## config.mk

```make
export PLATFORM = sky130hd
export DESIGN_NAME = csio_port
export DESIGN_NICKNAME = d
export VERILOG_FILES = /design/src/rtl/csio_pkg.sv /design/src/rtl/csio_clkgen.sv /design/src/rtl/csio_shifter.sv /design/src/rtl/csio_pinmux.sv /design/src/rtl/csio_port.sv
export SDC_FILE = /design/constraint.sdc
export NUM_CORES = 1
export LEC_CHECK = 0
export BUFFER_PORTS_ARGS = -buffer_cell sky130_fd_sc_hd__buf_4
export CORE_AREA = 5 5 105 107
export CTS_CLUSTER_DIAMETER = 150
export DETAILED_ROUTE_END_ITERATION = 7
export DIE_AREA = 0 0 110 112
export GPL_ROUTABILITY_DRIVEN = 1
export PLACE_DENSITY = 0.55
export SYNTH_ARGS = -nofsm -noshare
export SYNTH_HDL_FRONTEND = slang
export SYNTH_HIERARCHICAL = 1
export SYNTH_SLANG_ARGS = --single-unit
export TNS_END_PERCENT = 5
```

## constraint.sdc

```tcl
create_clock -name clk -period 3.4 [get_ports clk]
set_input_delay 0.34 -clock clk [delete_from_list [all_inputs] [get_ports clk]]
set_output_delay 0.34 -clock clk [all_outputs]
set_load 0.05 [all_outputs]
```

## src/rtl/csio_pkg.sv

```systemverilog
package csio_pkg;
  localparam int ADDR_W = 2;
  localparam logic [ADDR_W-1:0] ADDR_DATA = 2'd0;
  localparam logic [ADDR_W-1:0] ADDR_CTRL = 2'd1;
  localparam logic [ADDR_W-1:0] ADDR_DIV  = 2'd2;
  localparam logic [ADDR_W-1:0] ADDR_STAT = 2'd3;
  localparam int NUM_CLK_PINS = 2;

  typedef struct packed {
    logic                    invert;
    logic                    cont_rx;
    logic [NUM_CLK_PINS-1:0] pin_sel;
    logic                    master;
  } ctrl_t;

  localparam int CTRL_W = $bits(ctrl_t);
endpackage

```

## src/rtl/csio_clkgen.sv

```systemverilog
module csio_clkgen #(
  parameter int DIV_W       = 8,
  parameter int SYNC_STAGES = 2
) (
  input  logic             clk,
  input  logic             rst,
  input  logic             master,
  input  logic             active,
  input  logic [DIV_W-1:0] div,
  input  logic             ext_sclk,
  output logic             sclk_int,
  output logic             fall_p,
  output logic             rise_p
);
  logic [DIV_W-1:0]       cnt_q;
  logic [SYNC_STAGES-1:0] sync_q;
  logic                   ext_prev_q;
  logic                   tick;
  logic                   ext_now;

  assign ext_now = sync_q[SYNC_STAGES-1];
  assign tick    = master && active && (cnt_q == div);

  always_ff @(posedge clk) begin
    if (rst) begin
      sync_q     <= '1;
      ext_prev_q <= 1'b1;
    end else begin
      sync_q     <= {sync_q[SYNC_STAGES-2:0], ext_sclk};
      ext_prev_q <= ext_now;
    end
  end

  always_ff @(posedge clk) begin
    if (rst || !active || !master) begin
      cnt_q    <= '0;
      sclk_int <= 1'b1;
    end else if (tick) begin
      cnt_q    <= '0;
      sclk_int <= ~sclk_int;
    end else begin
      cnt_q <= cnt_q + 1'b1;
    end
  end

  always_comb begin
    if (master) begin
      fall_p = tick && sclk_int;
      rise_p = tick && !sclk_int;
    end else begin
      fall_p = ext_prev_q && !ext_now;
      rise_p = !ext_prev_q && ext_now;
    end
  end

  // the internal clock never toggles before a full count of div+1
  assert_half_period_R2: assert property (@(posedge clk) disable iff (rst)
    (master && active && $past(master && active) && (sclk_int != $past(sclk_int)))
      |-> (cnt_q == '0));
endmodule

```

## src/rtl/csio_shifter.sv

```systemverilog
module csio_shifter #(
  parameter int W = 8
) (
  input  logic         clk,
  input  logic         rst,
  input  logic         start,
  input  logic [W-1:0] start_data,
  input  logic         fall_p,
  input  logic         rise_p,
  input  logic         rxd,
  output logic         active,
  output logic         txd,
  output logic         done_p,
  output logic [W-1:0] rx_data
);
  localparam int CNT_W = $clog2(W);
  localparam logic [CNT_W-1:0] LAST_BIT = CNT_W'(W - 1);

  logic [W-1:0]     tx_sh_q;
  logic [W-1:0]     rx_sh_q;
  logic [CNT_W-1:0] bit_q;

  assign rx_data = rx_sh_q;

  always_ff @(posedge clk) begin
    if (rst) begin
      active  <= 1'b0;
      txd     <= 1'b1;
      done_p  <= 1'b0;
      tx_sh_q <= '0;
      rx_sh_q <= '0;
      bit_q   <= '0;
    end else begin
      done_p <= 1'b0;
      if (!active) begin
        if (start) begin
          active  <= 1'b1;
          tx_sh_q <= start_data;
          bit_q   <= '0;
        end
      end else begin
        if (fall_p) begin
          txd     <= tx_sh_q[0];
          tx_sh_q <= tx_sh_q >> 1;
        end
        if (rise_p) begin
          rx_sh_q <= {rxd, rx_sh_q[W-1:1]};
          if (bit_q == LAST_BIT) begin
            active <= 1'b0;
            done_p <= 1'b1;
            bit_q  <= '0;
          end else begin
            bit_q <= bit_q + 1'b1;
          end
        end
      end
    end
  end

  // an edge detector must never report both edges in one cycle
  assert_single_edge_R1: assert property (@(posedge clk) disable iff (rst)
    !(fall_p && rise_p));
  // txd only moves while a frame is running
  assert_txd_quiet_R1: assert property (@(posedge clk) disable iff (rst)
    !$past(active) |-> $stable(txd));
endmodule

```

## src/rtl/csio_pinmux.sv

```systemverilog
module csio_pinmux #(
  parameter int NPINS = 2
) (
  input  logic             clk,
  input  logic             rst,
  input  logic             master,
  input  logic [NPINS-1:0] pin_sel,
  input  logic             sclk_int,
  output logic [NPINS-1:0] pins
);
  for (genvar i = 0; i < NPINS; i++) begin : g_pin
    localparam logic [NPINS-1:0] CODE = NPINS'(1) << i;
    always_ff @(posedge clk) begin
      if (rst) begin
        pins[i] <= 1'b1;
      end else begin
        pins[i] <= (master && pin_sel == CODE) ? sclk_int : 1'b1;
      end
    end
  end

  // at most one output pin is ever low
  assert_one_pin_R3: assert property (@(posedge clk) disable iff (rst)
    $onehot0(~pins));
  // with an external clock every pin rests high
  assert_slave_idle_R4: assert property (@(posedge clk) disable iff (rst)
    !master |=> (&pins));
endmodule

```

## src/rtl/csio_port.sv

```systemverilog
module csio_port #(
  parameter int DATA_W      = 8,
  parameter int DIV_W       = 8,
  parameter int SYNC_STAGES = 2
) (
  input  logic                       clk,
  input  logic                       rst,
  input  logic [csio_pkg::ADDR_W-1:0] bus_addr,
  input  logic                       bus_wr,
  input  logic                       bus_rd,
  input  logic [DATA_W-1:0]          bus_wdata,
  output logic [DATA_W-1:0]          bus_rdata,
  input  logic                       sclk_in,
  output logic                       sclk_out_a,
  output logic                       sclk_out_b,
  input  logic                       rxd,
  output logic                       txd
);
  import csio_pkg::*;

  ctrl_t             ctrl_q;
  logic [DIV_W-1:0]  div_q;
  logic [DATA_W-1:0] tx_buf_q;
  logic [DATA_W-1:0] rx_buf_q;
  logic              tx_empty_q;
  logic              rx_done_q;
  logic              ovr_q;
  logic              rearm_q;

  logic              sh_active;
  logic              sh_done;
  logic [DATA_W-1:0] sh_rx;
  logic              sclk_int;
  logic              fall_p;
  logic              rise_p;
  logic              start;
  logic [DATA_W-1:0] start_data;
  logic [NUM_CLK_PINS-1:0] pins;

  logic wr_data, wr_ctrl, wr_div, rd_data, rd_stat;
  logic [DATA_W-1:0] inv_mask;

  assign wr_data  = bus_wr && bus_addr == ADDR_DATA;
  assign wr_ctrl  = bus_wr && bus_addr == ADDR_CTRL;
  assign wr_div   = bus_wr && bus_addr == ADDR_DIV;
  assign rd_data  = bus_rd && bus_addr == ADDR_DATA;
  assign rd_stat  = bus_rd && bus_addr == ADDR_STAT;
  assign inv_mask = {DATA_W{ctrl_q.invert}};

  assign start      = !sh_active && (!tx_empty_q || rearm_q);
  assign start_data = tx_empty_q ? {DATA_W{1'b1}} : tx_buf_q;

  csio_clkgen #(.DIV_W(DIV_W), .SYNC_STAGES(SYNC_STAGES)) clkgen_i (
    .clk(clk), .rst(rst), .master(ctrl_q.master), .active(sh_active),
    .div(div_q), .ext_sclk(sclk_in), .sclk_int(sclk_int),
    .fall_p(fall_p), .rise_p(rise_p)
  );

  csio_shifter #(.W(DATA_W)) shifter_i (
    .clk(clk), .rst(rst), .start(start), .start_data(start_data),
    .fall_p(fall_p), .rise_p(rise_p), .rxd(rxd), .active(sh_active),
    .txd(txd), .done_p(sh_done), .rx_data(sh_rx)
  );

  csio_pinmux #(.NPINS(NUM_CLK_PINS)) pinmux_i (
    .clk(clk), .rst(rst), .master(ctrl_q.master), .pin_sel(ctrl_q.pin_sel),
    .sclk_int(sclk_int), .pins(pins)
  );

  assign sclk_out_a = pins[0];
  assign sclk_out_b = pins[1];

  // configuration registers
  always_ff @(posedge clk) begin
    if (rst) begin
      ctrl_q <= '0;
      div_q  <= '0;
    end else begin
      if (wr_ctrl) ctrl_q <= ctrl_t'(bus_wdata[CTRL_W-1:0]);
      if (wr_div)  div_q  <= DIV_W'(bus_wdata);
    end
  end

  // transmit side
  always_ff @(posedge clk) begin
    if (rst) begin
      tx_buf_q   <= '0;
      tx_empty_q <= 1'b1;
      rearm_q    <= 1'b0;
    end else begin
      if (start && !tx_empty_q) tx_empty_q <= 1'b1;
      if (wr_data) begin
        tx_buf_q   <= bus_wdata ^ inv_mask;
        tx_empty_q <= 1'b0;
      end
      if (start) rearm_q <= 1'b0;
      if (rd_data && ctrl_q.cont_rx) rearm_q <= 1'b1;
    end
  end

  // receive side and flags
  always_ff @(posedge clk) begin
    if (rst) begin
      rx_buf_q  <= '0;
      rx_done_q <= 1'b0;
      ovr_q     <= 1'b0;
    end else begin
      if (rd_stat) ovr_q <= 1'b0;
      if (sh_done) begin
        rx_buf_q  <= sh_rx;
        rx_done_q <= 1'b1;
        if (rx_done_q && !rd_data) ovr_q <= 1'b1;
      end else if (rd_data) begin
        rx_done_q <= 1'b0;
      end
    end
  end

  // registered read port
  always_ff @(posedge clk) begin
    if (rst) begin
      bus_rdata <= '0;
    end else if (bus_rd) begin
      case (bus_addr)
        ADDR_DATA: bus_rdata <= rx_buf_q ^ inv_mask;
        ADDR_CTRL: bus_rdata <= DATA_W'(ctrl_q);
        ADDR_DIV:  bus_rdata <= DATA_W'(div_q);
        default:   bus_rdata <= DATA_W'({sh_active, ovr_q, rx_done_q, tx_empty_q});
      endcase
    end
  end

  // a frame landing on an unread buffer raises overrun
  assert_overrun_R10: assert property (@(posedge clk) disable iff (rst)
    (sh_done && rx_done_q && !rd_data) |=> ovr_q);
  // reading the buffer with no frame ending drops receive-complete
  assert_rx_clear_R9: assert property (@(posedge clk) disable iff (rst)
    (rd_data && !sh_done) |=> !rx_done_q);
  // a data write always leaves the buffer marked full
  assert_tx_full_R8: assert property (@(posedge clk) disable iff (rst)
    wr_data |=> !tx_empty_q);
  // a master frame finishes with the transfer clock back high
  assert_end_high_R1: assert property (@(posedge clk) disable iff (rst)
    (sh_done && ctrl_q.master) |-> sclk_int);
endmodule

```

; ---- Yosys cells after proc, flatten, opt, wreduce, memory -nomap -nowiden
; Index checks and enable logic that the tools add are counted.
[word_totals]
ff_bits = 77
output_inout_bits = 11
word_cells = 107
[classes]
addsub = 2
eq_ne = 9
muxes = 25
bitwise = 7
reduce_logical = 40
[op_table]
columns = cell, count
row1 = 2-to-1 mux 8 bit, 4
row2 = one-hot mux 8 bit (3 select lines), 1
row3 = logical AND 1 bit, 17
row4 = 2-to-1 mux 1 bit, 16
row5 = bitwise XOR 8 bit, 2
row6 = 2-to-1 mux 3 bit, 4
row7 = adder 8 x 1 -> 8 bit (second input constant), 1
row8 = == test 8 bit, 1
row9 = AND reduction 2 bit, 4
row10 = nonzero test 2 bit, 4
row11 = logical NOT 1 bit, 7
row12 = == test 2 bit (second input constant), 3
row13 = OR reduction 2 bit, 3
row14 = inverter 1 bit, 5
row15 = == test 2 x 1 -> 1 bit (second input constant), 2
row16 = inequality test 2 bit (second input constant), 2
row17 = adder 3 x 1 -> 3 bit (second input constant), 1
row18 = == test 3 bit (second input constant), 1
row19 = logical OR 1 bit, 3
row20 = OR reduction 3 bit, 1
row21 = logical NOT 2 bit, 1

; ---- Logic depth before layout (Yosys ltp)
; Gate-level depths: netlist of run 1.
[logic_depth]
word_depth = 6
ltp_mapped = 9
ltp_nobuf = 7

; ---- By module
; Netlist of run 1, hierarchy kept.
[by_module_without_submodules]
columns = module, n_inst, cells_each, area_per_inst_um2
row1 = csio_port, 1, 197, 1874.3
row2 = csio_shifter, 1, 95, 888.4
row3 = csio_clkgen, 1, 62, 576.8
row4 = csio_pinmux, 1, 5, 67.6

; ---- Worst setup path before layout of run 1
; No wires, ideal clock.
[synth_path]
kind = reg-to-reg
startpoint = reg clkgen_i.cnt_q[3]
endpoint = reg shifter_i.rx_sh_q[0], in the netlist shifter_i/rx_data[0]
setup_ns = 0.071
t_arrival_ns = 1.740
required_ns = 3.329
slack_ns = 1.590
stages_incl_launch_ff = 10
n_path_buf = 2
path_cell_list = dfxtp_1 xnor2_1 o221ai_1 nor4_2 buf_6 a21o_2 and2_1 buf_2 nand2_1 a21oi_1
[synth_between]
elab_chain_cells = 5
[synth_lines]
columns = element, line
row1 = from (decl), csio_clkgen.sv:15  ; logic [DIV_W-1:0] cnt_q;
row2 = from (signal assigned), csio_clkgen.sv:42  ; cnt_q <= cnt_q + 1'b1;
row3 = == test 8 bit, csio_clkgen.sv:22  ; assign tick = master && active && (cnt_q == div);
row4 = logical AND 1 bit, csio_clkgen.sv:22
row5 = logical AND 1 bit, csio_clkgen.sv:49  ; rise_p = tick && !sclk_int;
row6 = 2-to-1 mux 1 bit, csio_clkgen.sv:47  ; if (master) begin
row7 = via rise_p, csio_port.sv:35  ; logic rise_p;
row8 = AND reduction 2 bit (no source line), --
row9 = to (signal assigned), csio_shifter.sv:47  ; rx_sh_q <= {rxd, rx_sh_q[W-1:1]};
row10 = to (decl), csio_shifter.sv:20  ; logic [W-1:0] rx_sh_q;
; The timed path passes the listed nets, and every way through them passes these cells.
; A chain may end at the register's enable or synchronous reset.

; ---- Final worst setup path of run 1
[layout_path]
startpoint = reg clkgen_i.cnt_q[3]
endpoint = reg shifter_i.bit_q[2]
[layout_between]
elab_chain_cells = 6
[layout_lines]
columns = element, line
row1 = == test 8 bit, csio_clkgen.sv:22
row2 = logical AND 1 bit, csio_clkgen.sv:22
row3 = logical AND 1 bit, csio_clkgen.sv:49
row4 = 2-to-1 mux 1 bit, csio_clkgen.sv:47
row5 = via rise_p, csio_port.sv:35
row6 = inequality test 2 bit (no source line), --
row7 = AND reduction 2 bit (no source line), --
row8 = to (signal assigned), csio_shifter.sv:53  ; bit_q <= bit_q + 1'b1;
row9 = to (decl), csio_shifter.sv:21  ; logic [CNT_W-1:0] bit_q;
; The timed path passes the listed nets, and every way through them passes these cells.

==> key figures, run 1 <==
Routing
  • Vias: 2,440
  • Post-route ant nets: 0
  • Iteration-0 DRC Markers: 63
  • Drt wl/cell: 13.9 um
  • Drt total wl: 7160 um
  • Drc violations: 0
  • Via-per-instance ratio: 4.74
  • DR pass1 iterations: 4

Synth
  • Complex-gate fraction of the synthesized area: 12.6%
  • Most frequent cells after synthesis: dfxtp_1, nor2_1, mux2i_1
  • Dominant combinational cell family by area after synthesis: simple AND/OR/NAND/NOR gates
  • Top cells by area in the synthesized netlist: dfxtp_1, mux2i_1, nor2_1
  • Synth Cell Area: 3410 um^2
  • YS warnings: 6
  • Count leader, synth: dfxtp_1
  • Post-synthesis sequential area ratio: 45.2%
  • Post-synth EDFFs: 0
  • Syn_area_per_cell: 9.49 um^2
  • FF+latch count, synth: 77
  • Share of the synthesized area in the top cell type: 45.2%
  • Cell count after synthesis: 359
  • Post-synth top flop: dfxtp_1
  • Post-synth ARST share: 0%
  • Synthesized-area fraction occupied by xor and xnor cells: 6.94%
  • Post-synthesis cell type count: 45
  • Post-synthesis adder-cell area fraction: 1.10%
  • Multiplexer area fraction after synthesis: 11.3%
  • Post-synthesis simple-gate area fraction: 17.2%
  • Syn Nets: 378
  • Post-synth top area cell: dfxtp_1

Timing
  • Final slew viol count: 0
  • Final Cycle Share: 60.2%
  • RSZ-0062 raised after global routing: false
  • Final worst path period need: 2.05 ns
  • Slew headroom: 33.4%
  • Setup TNS: 0 ns
  • Final Setup Violations: 0
  • Worst slew pin tran: 0.998 ns
  • Setup Skew: 0.00982 ns
  • Final hold vios: 0
  • Max Freq: 488 MHz

Power and ir drop
  • Pwr per Cell Area: 463 nW/um^2
  • LEAKAGE: 1.45 nW
  • VDD IR max: 0.000276 V
  • Combinational share of power: 8.0%
  • Switching part of the total: 24.5%
  • Reg power frac: 52.8%
  • Int Pwr: 1.34 mW
  • Clock network fraction of design power: 39.2%
  • P_sw: 0.437 mW

Floorplan
  • Die Y: 112 um
  • Core area: 10,000 um^2
  • Top-Level Pins: 27
  • Initial Util: 33.9%
  • Number of core rows: 37
  • Die area: 12,300 um^2
  • Die W: 110 um

Clock tree
  • CTS Sinks: 77
  • CTS buffer count: 9
  • Reg clk slew, reported paths: 0.08 ns
  • CTS resizes: 0
  • Hold_buf cts: 0
  • CTS tree: built
  • Htree depth: 3
  • Clock tree root buffer cell: clkbuf_8
  • Setup bufs post-CTS: 0
  • Maximum clock path buffer count: 2
  • Worst-skew pair later-pin latency: 0.35 ns

Placement
  • HPWL Detailed: 4940 um
  • PortBufs: 26
  • Gpl congestion: 0.812

Cells and area
  • Layout cells sized above 1: 17.2%
  • P&R area growth vs syn: 12.9%
  • # nets final: 393
  • Antenna diode count: 0
  • Core Util, Final: 38.3%
  • Fill cells: 1,038

Global route
  • Antenna violations before repair: 0
  • First-pass GRT wire length: 12,200 um
  • Vias in the first global route: 2,448
  • Largest net degree at the start of global routing: 71
  • Total track usage: 12.6%
  • Grt ovf: 0

Outcome
  • Status: complete, no violations

Min path
  • Worst hold start: sclk_in
  • Hold/Removal Path Class: in2reg

Worst setup path
  • Worst EP arrival: 2.33 ns
  • Worst Path Required: 3.69 ns
  • Critical path type: reg2reg
  • Critical Path Start Type: register
  • Crit path from: clkgen_i/cnt_q[3]$_SDFF_PP0_
  • CP endpoint kind: register
  • Worst-path fanout max: 12
  • R2R Path Start: clkgen_i/cnt_q[3]$_SDFF_PP0_

Run
  • Max_cap viols: 0
==> routing by layer <==
| layer | GRT usage, % | vias up | part of all wire, % | wire, um |
|---|---|---|---|---|
| met5 | 0 | - | 0 | 0 |
| li1 | - | 1260 | - | - |
| met3 | 3.71 | 11 | 3.5 | 251 |
| met2 | 18.8 | 38 | 44 | 3180 |
| met1 | 17.4 | 1131 | 50 | 3610 |
| met4 | 4.24 | 0 | 1.5 | 106 |
==> sequential cells by signal (all words and copies together) (netlist names), 5 cells and up <==
register	flops
div_q	8
bus_rdata	8
tx_buf_q	8
rx_buf_q	8
shifter_i/rx_data	8
ctrl_q	5
shifter_i/tx_sh_q	8
clkgen_i/cnt_q	8
==> logic make-up (layout without fill, tap and decap cells) <==
kind of cell    count (synthesis)  in the layout
simple gates                  118            118
flops                          77             77
compound gates                 58             58
mux                            38             38
buf+inv                        38             58
xor+xnor                       27             27
fa+ha+maj                       3              3
==> metrics by stage <==
stage | area, um^2 | std cells | hold WS [ns] | worst slack, ns | total power [mW]
finish | 3850 | 515 | 0.178 | 1.35 | 1.78
global route | 3850 | 515 | 0.163 | 1.15 | 1.86
CTS | 3850 | 515 | 0.164 | 1.36 | 1.80
detailed placement | 3650 | 499 | 0.403 | 1.39 | 1.11
global placement | 3650 | 499 | 0.412 | 1.44 | 1.10
floorplan | 3410 | 359 | 0.389 | 1.59 | 1.06
==> layout by cell type, fill, tap and decap left out, drive strengths merged, types with 9 or more instances in the layout <==
cell	count
buf	28
dfxtp	77
clkbuf	11
inv	15
xor2	9
a211oi	17
or2	13
nor2	50
nand2	23
a21oi	10
mux2i	37
xnor2	18
==> worst max-delay path, stage by stage (launching register included) <==
cell	delay, ns
dfxtp_1	0.41
xnor2_1	0.15
o221ai_1	0.15
nor4_2	0.27
buf_4	0.22
a21o_2	0.16
and2_1	0.37
a22oi_1	0.17
nor2_1	0.09
==> power groups by stage <==
| stage | sequential, mW | combinational [mW] | clock [mW] |
|---|---|---|---|
| after detailed placement | 0.962 | 0.144 | 0 |
| final | 0.941 | 0.143 | 0.698 |
| after global routing | 0.944 | 0.158 | 0.757 |
| after global placement | 0.962 | 0.142 | 0 |
| after floorplan | 0.967 | 0.0966 | 0 |
| after CTS | 0.941 | 0.144 | 0.715 |
==> layout make-up <==
class | instances | area [um^2] | share of cell area (%)
multi-input cells | 244 | 1670 | 43.5
clock buffers | 11 | 141 | 3.67
inverters | 14 | 52.6 | 1.37
flip-flops and latches | 77 | 1540 | 40.1
repair buffers | 28 | 210 | 5.46
clock inverters | 5 | 58.8 | 1.53
well taps | 136 | 170 | 4.42
==> worst paths after layout <==
kind,end,slack [ns],cells after the start
max reg2reg,shifter_i/bit_q[2]$_SDFFE_PP0P_,1.35,8
min,clkgen_i/sync_q[0]$_SDFF_PP1_,0.18,2
max,shifter_i/bit_q[2]$_SDFFE_PP0P_,1.35,8
min reg2reg,clkgen_i/sync_q[1]$_SDFF_PP1_,0.42,1
Note: power is estimated with default switching activity, not from simulation.
==> run 2: changes to the inputs <==
Settings changed: ABC_AREA set to 1, CORE_AREA 5 5 105 107 to 5 5 110 112, DIE_AREA 0 0 110 112 to 0 0 115 117, PLACE_DENSITY 0.55 to 0.56.
Clock period 3.4 ns to 1.85 ns, I/O delays scaled along.
==> run 2 against run 1 <==
Net effect:
- non-clock buffer count increased by 17
- power increased by 120%
- maximum frequency up 22%
- setup slack lost 1.2 ns
- worst hold slack worse by 0.15 ns
- utilization rose by 1.3 points
- largest cell class unchanged
==> key figures, run 2 <==
Outcome
  • Status: complete, no violations

Worst setup path
  • Worst EP arrival: 1.90 ns
  • Critical Path Start Type: register
  • Worst-path fanout max: 6
  • Reg2reg setup slack: 0.18 ns
  • Critical path type: reg2reg
  • Worst Path Required: 2.08 ns
  • CP endpoint kind: register

Min path
  • Hold/Removal Path Class: in2reg

Routing
  • Post-route ant nets: 0
  • Via-per-instance ratio: 4.58
  • Drc violations: 0
  • Iteration-0 DRC Markers: 137
  • Drt wl/cell: 12.4 um
  • Vias: 3,084
  • DR pass1 iterations: 4
  • Drt total wl: 8370 um

Timing
  • Min Hold Slack: 0.0284 ns
  • Setup Skew: 0.00600 ns
  • RSZ-0062 raised after global routing: false
  • Final slew viol count: 0
  • Final Setup Violations: 0
  • Setup TNS: 0 ns
  • Final Cycle Share: 90.5%
  • Worst slew pin tran: 0.621 ns
  • Final hold vios: 0
  • Final worst path period need: 1.67 ns
  • Slew headroom: 58.6%
  • Max Freq: 597 MHz

Synth
  • Post-synth EDFFs: 0
  • FF+latch count, synth: 77
  • Syn Nets: 509
  • Syn_area_per_cell: 7.62 um^2
  • Cell count after synthesis: 490
  • Post-synth top flop: dfxtp_1
  • Synth Cell Area: 3730 um^2
  • Post-synth ARST share: 0%
  • Most frequent cells after synthesis: nand2_1, dfxtp_1, inv_1
  • Post-synthesis sequential area ratio: 41.3%
  • Count leader, synth: nand2_1
  • YS warnings: 6
  • Post-synthesis cell type count: 35
  • Share of the synthesized area in the top cell type: 41.3%
  • Post-synth top area cell: dfxtp_1
  • Top cells by area in the synthesized netlist: dfxtp_1, nand2_1, inv_1

Placement
  • Gpl congestion: 0.811
  • PortBufs: 26
  • Placed Instances: 656
  • HPWL Detailed: 6300 um

Cells and area
  • Most common library cell in the layout ignoring fill and taps: nand2_1
  • Antenna diode count: 0
  • Non-filler instance count after layout: 674
  • Most frequent cells in the layout: nand2_1, dfxtp_1, inv_1
  • Layout cells sized above 1: 23.0%
  • # nets final: 545
  • P&R area growth vs syn: 17.9%

Power and ir drop
  • Pwr per Cell Area: 886 nW/um^2
  • VDD IR max: 0.000365 V
  • LEAKAGE: 1.82 nW

Floorplan
  • Initial Util: 33.5%
  • Die area: 13,500 um^2
  • Number of core rows: 39
  • Die Y: 117 um
  • Top-Level Pins: 27
  • Die W: 115 um
  • Core area: 11,100 um^2

Run
  • Max_cap viols: 0

Global route
  • First-pass GRT wire length: 13,800 um
  • Largest net degree at the start of global routing: 25
  • Antenna violations before repair: 0
  • Total track usage: 13.2%
  • Vias in the first global route: 2,869
  • Grt ovf: 0

Clock tree
  • Worst-skew pair later-pin latency: 0.34 ns
  • Maximum clock path buffer count: 2
  • Hold_buf cts: 0
  • Clock tree root buffer cell: clkbuf_16
  • CTS tree: built
  • CTS Sinks: 77
  • Htree depth: 3
  • CTS buffer count: 9
  • Reg clk slew, reported paths: 0.06 ns
-- run 2: changes by cell type after synthesis, sizes merged, moves of 10 or more --
cell / change
mux2i: -37
nand3: +42
a211oi: -17
nand2: +98
o21ai: +34
a21oi: +34
xnor2: -10
inv: +43
-- run 2: final timing paths --
| check | from | to | cells past startpoint |
|---|---|---|---|
| min reg2reg | clkgen_i/sync_q[0]$_SDFF_PP1_ | clkgen_i/sync_q[1]$_SDFF_PP1_ | 1 |
| min | sclk_in | clkgen_i/sync_q[0]$_SDFF_PP1_ | 2 |
| max | div_q[0]$_SDFFE_PP0P_ | shifter_i/rx_data[7]$_SDFFE_PP0P_ | 10 |
| max reg2reg | div_q[0]$_SDFFE_PP0P_ | shifter_i/rx_data[7]$_SDFFE_PP0P_ | 10 |
-- run 2: report_power, final --
part	total [mW]	internal (mW)	switching, mW	leakage, nW
logic	0.324	0.115	0.209	1.05
registers	1.73	1.70	0.0260	0.626
clock network	1.85	1.17	0.676	0.153
-- run 2: cells by family (layout without fill, tap and decap cells) --
kind of cell,Yosys count,count (layout),synth area share [%]
AOI/OAI and AO/OA,87,87,14.2
xor gates and xnor gates,19,19,4.46
adders and majority gates,3,3,1.01
buffers and inverters,78,119,10.3
DFF,77,77,41.3
and+or+nand+nor,226,226,28.8
-- run 2: repair_timing --
action	in CTS	in global routing
setup endpoints to repair	0	10
setup buffers	0	2
endpoints found under the hold margin	0	0
resized for setup	0	7
-- run 2: final cells by class --
| class | instances | area, um^2 |
|---|---|---|
| timing repair buffer | 45 | 338 |
| clock inverter | 5 | 75.1 |
| multi-input combinational | 335 | 1810 |
| clock buffer | 11 | 233 |
| fill | 1186 | 6720 |
| inverter | 58 | 220 |
| sequential | 77 | 1540 |
| tap | 143 | 179 |
-- run 2: per-stage QoR --
stage | utilization, % | instance area, um^2 | power, mW | setup slack (ns)
after floorplan | - | 3730 | 2.00 | 0.275
after global placement | 36.6 | 4070 | 2.08 | 0.160
after detailed placement | 36.6 | 4070 | 2.09 | 0.0999
after CTS | 39.4 | 4380 | 3.95 | 0.0682
after global routing | 39.6 | 4400 | 4.06 | 0.0124
final | 39.6 | 4400 | 3.90 | 0.175
-- run 2: per-layer routing --
metal  routed length [um]  GRT usage [%]
met1                 4110           17.9
met2                 3760           20.3
met3                  355           2.98
met4                  148           5.40
met5                    0              0
-- run 2: worst max-delay path, cell delays in order (launching register included) --
cell     delay, ns
dfxtp_1       0.37
inv_1         0.07
a21oi_1       0.11
nand2_1       0.06
nor2_1        0.17
nand3_1       0.15
o21ai_1       0.15
nand2_2       0.12
buf_4         0.17
o21ai_0       0.14
nor2_1        0.05
==> run 3: changes to the inputs <==
Settings changed: CORE_AREA 5 5 110 112 to 5 5 90 92, DIE_AREA 0 0 115 117 to 0 0 95 97, PLACE_DENSITY 0.56 to 0.77.
==> run 3 against run 2 <==
Net effect:
- maximum frequency decreased by 1.4%
- clock power down 29%
- clock skew barely moved
- final area decreased by 4.9%
- non-clock buffer count fell by 9
- critical path depth is 2 higher
==> key figures, run 3 (synthesized netlist as in run 2, its figures left out) <==
Outcome
  • Status: complete, no violations

Placement
  • Placed Instances: 605
  • HPWL Detailed: 5940 um
  • Gpl congestion: 0.806
  • PortBufs: 26

Clock tree
  • Htree depth: 3
  • Clock tree root buffer cell: clkbuf_8
  • Reg clk slew, reported paths: 0.08 ns
  • Worst-skew pair later-pin latency: 0.35 ns
  • CTS buffer count: 9
  • CTS resizes: 0
  • Hold_buf cts: 0
  • Setup bufs post-CTS: 0
  • CTS Sinks: 77
  • Maximum clock path buffer count: 2
  • CTS tree: built

Global route
  • First-pass GRT wire length: 13,800 um
  • Vias in the first global route: 3,066
  • Antenna violations before repair: 0
  • Largest net degree at the start of global routing: 25
  • Grt ovf: 0
  • Total track usage: 18.6%

Cells and area
  • Non-filler instance count after layout: 621
  • Most common library cell in the layout ignoring fill and taps: nand2_1
  • P&R area growth vs syn: 12.2%
  • Antenna diode count: 0
  • # nets final: 536
  • Layout cells sized above 1: 22.2%
  • Most frequent cells in the layout: nand2_1, dfxtp_1, inv_1

Run
  • Max_cap viols: 0

Timing
  • Setup TNS: 0 ns
  • Final slew viol count: 0
  • Final hold vios: 0
  • Final Setup Violations: 0
  • Max Freq: 588 MHz
  • Final worst path period need: 1.70 ns
  • Slew headroom: 58.7%
  • Final Cycle Share: 91.9%
  • Setup Skew: 0.00639 ns
  • Worst slew pin tran: 0.618 ns

Worst setup path
  • Critical path type: reg2reg
  • Worst EP arrival: 1.94 ns
  • FF-to-FF path depth: 12
  • Critical Path Start Type: register
  • CP top delay family: simple AND/OR/NAND/NOR gates
  • Most used cell, CP: nand2_1
  • CP endpoint kind: register
  • CP max stage cell: dfxtp_1
  • Worst-path fanout max: 6
  • Max incr delay on CP: 0.38 ns
  • Levels on crit path: 12
  • CP cell instances: inv_1 -> nand2_1 -> nand2_1 -> nor2_1 -> nand2_1 -> nor2_2 -> nand3_1 -> o21ai_1 -> nand2_2 -> buf_4 -> o21ai_0 -> nor2_1
  • Worst Path Required: 2.09 ns
  • Worst Path Buf+Inv: 2

Min path
  • Hold path depth: 2
  • Hold/Removal Path Class: in2reg

Routing
  • Iteration-0 DRC Markers: 139
  • Drt total wl: 8140 um
  • Via-per-instance ratio: 5.10
  • Post-route ant nets: 0
  • Drt wl/cell: 13.1 um
  • DR pass1 iterations: 4
  • Vias: 3,166
  • Drc violations: 0

Floorplan
  • Top-Level Pins: 27
  • Die area: 9220 um^2
  • Initial Util: 52.3%
  • Die Y: 97 um
  • Die W: 95 um
  • Number of core rows: 31
  • Core area: 7140 um^2

Power and ir drop
  • VDD IR max: 0.000474 V
  • Int Pwr: 2.54 mW
  • Combinational share of power: 9.6%
  • Switching part of the total: 24.8%
  • P_sw: 0.836 mW
  • LEAKAGE: 1.73 nW
  • Pwr per Cell Area: 805 nW/um^2
  • Clock network fraction of design power: 39.3%
  • Reg power frac: 51.1%
run 3: layout make-up:
cell class,count,area [um^2]
Clock buffer,12,165
Tap cell,99,124
Inverter,58,224
Fill cell,664,2950
Clock inverter,4,45.0
Timing Repair Buffer,36,270
Sequential cell,77,1540
Multi-Input combinational cell,335,1820
run 3: stage by stage:
step | hold slack [ns] | instance area (um^2) | power (mW) | setup slack, ns | util (%)
3_3_place_gp | 0.373 | 3960 | 2.07 | 0.178 | 55.5
2_1_floorplan | 0.254 | 3730 | 2.00 | 0.275 | -
6_report | 0.0333 | 4190 | 3.37 | 0.151 | 58.7
5_1_grt | 0.0148 | 4190 | 3.51 | -0.00750 | 58.7
4_1_cts | 0.0262 | 4170 | 3.39 | 0.114 | 58.5
3_5_place_dp | 0.385 | 3960 | 2.08 | 0.135 | 55.5
run 3: final timing paths:
path / endpoint / slack (ns) / startpoint
worst max-delay path: shifter_i/rx_data[7]$_SDFFE_PP0P_ / 0.15 / clkgen_i/cnt_q[7]$_SDFF_PP0_
worst min-delay path: clkgen_i/sync_q[0]$_SDFF_PP1_ / 0.03 / sclk_in
worst max register to register: shifter_i/rx_data[7]$_SDFFE_PP0P_ / 0.15 / clkgen_i/cnt_q[7]$_SDFF_PP0_
worst min register to register: clkgen_i/sync_q[1]$_SDFF_PP1_ / 0.42 / clkgen_i/sync_q[0]$_SDFF_PP1_
run 3: power groups by stage:
stage	clock network (mW)	logic (mW)	registers, mW
final	1.32	0.324	1.72
after global routing	1.43	0.360	1.73
after global placement	0	0.314	1.76
after CTS	1.35	0.323	1.72
after floorplan	0	0.223	1.77
after detailed placement	0	0.322	1.76
run 3: worst reg2reg max path: stages (launching register included):
cell	delay [ns]
dfxtp_1	0.38
inv_1	0.06
nand2_1	0.06
nand2_1	0.06
nor2_1	0.09
nand2_1	0.07
nor2_2	0.11
nand3_1	0.12
o21ai_1	0.14
nand2_2	0.11
buf_4	0.17
o21ai_0	0.17
nor2_1	0.05
run 3: per-layer routing:
metal | vias to the layer above | GRT usage (%) | wire (um)
li1 | 1605 | - | -
met4 | 0 | 7.55 | 146
met3 | 15 | 3.49 | 322
met5 | - | 0 | 0
met1 | 1474 | 24.1 | 3740
met2 | 72 | 30.2 | 3930
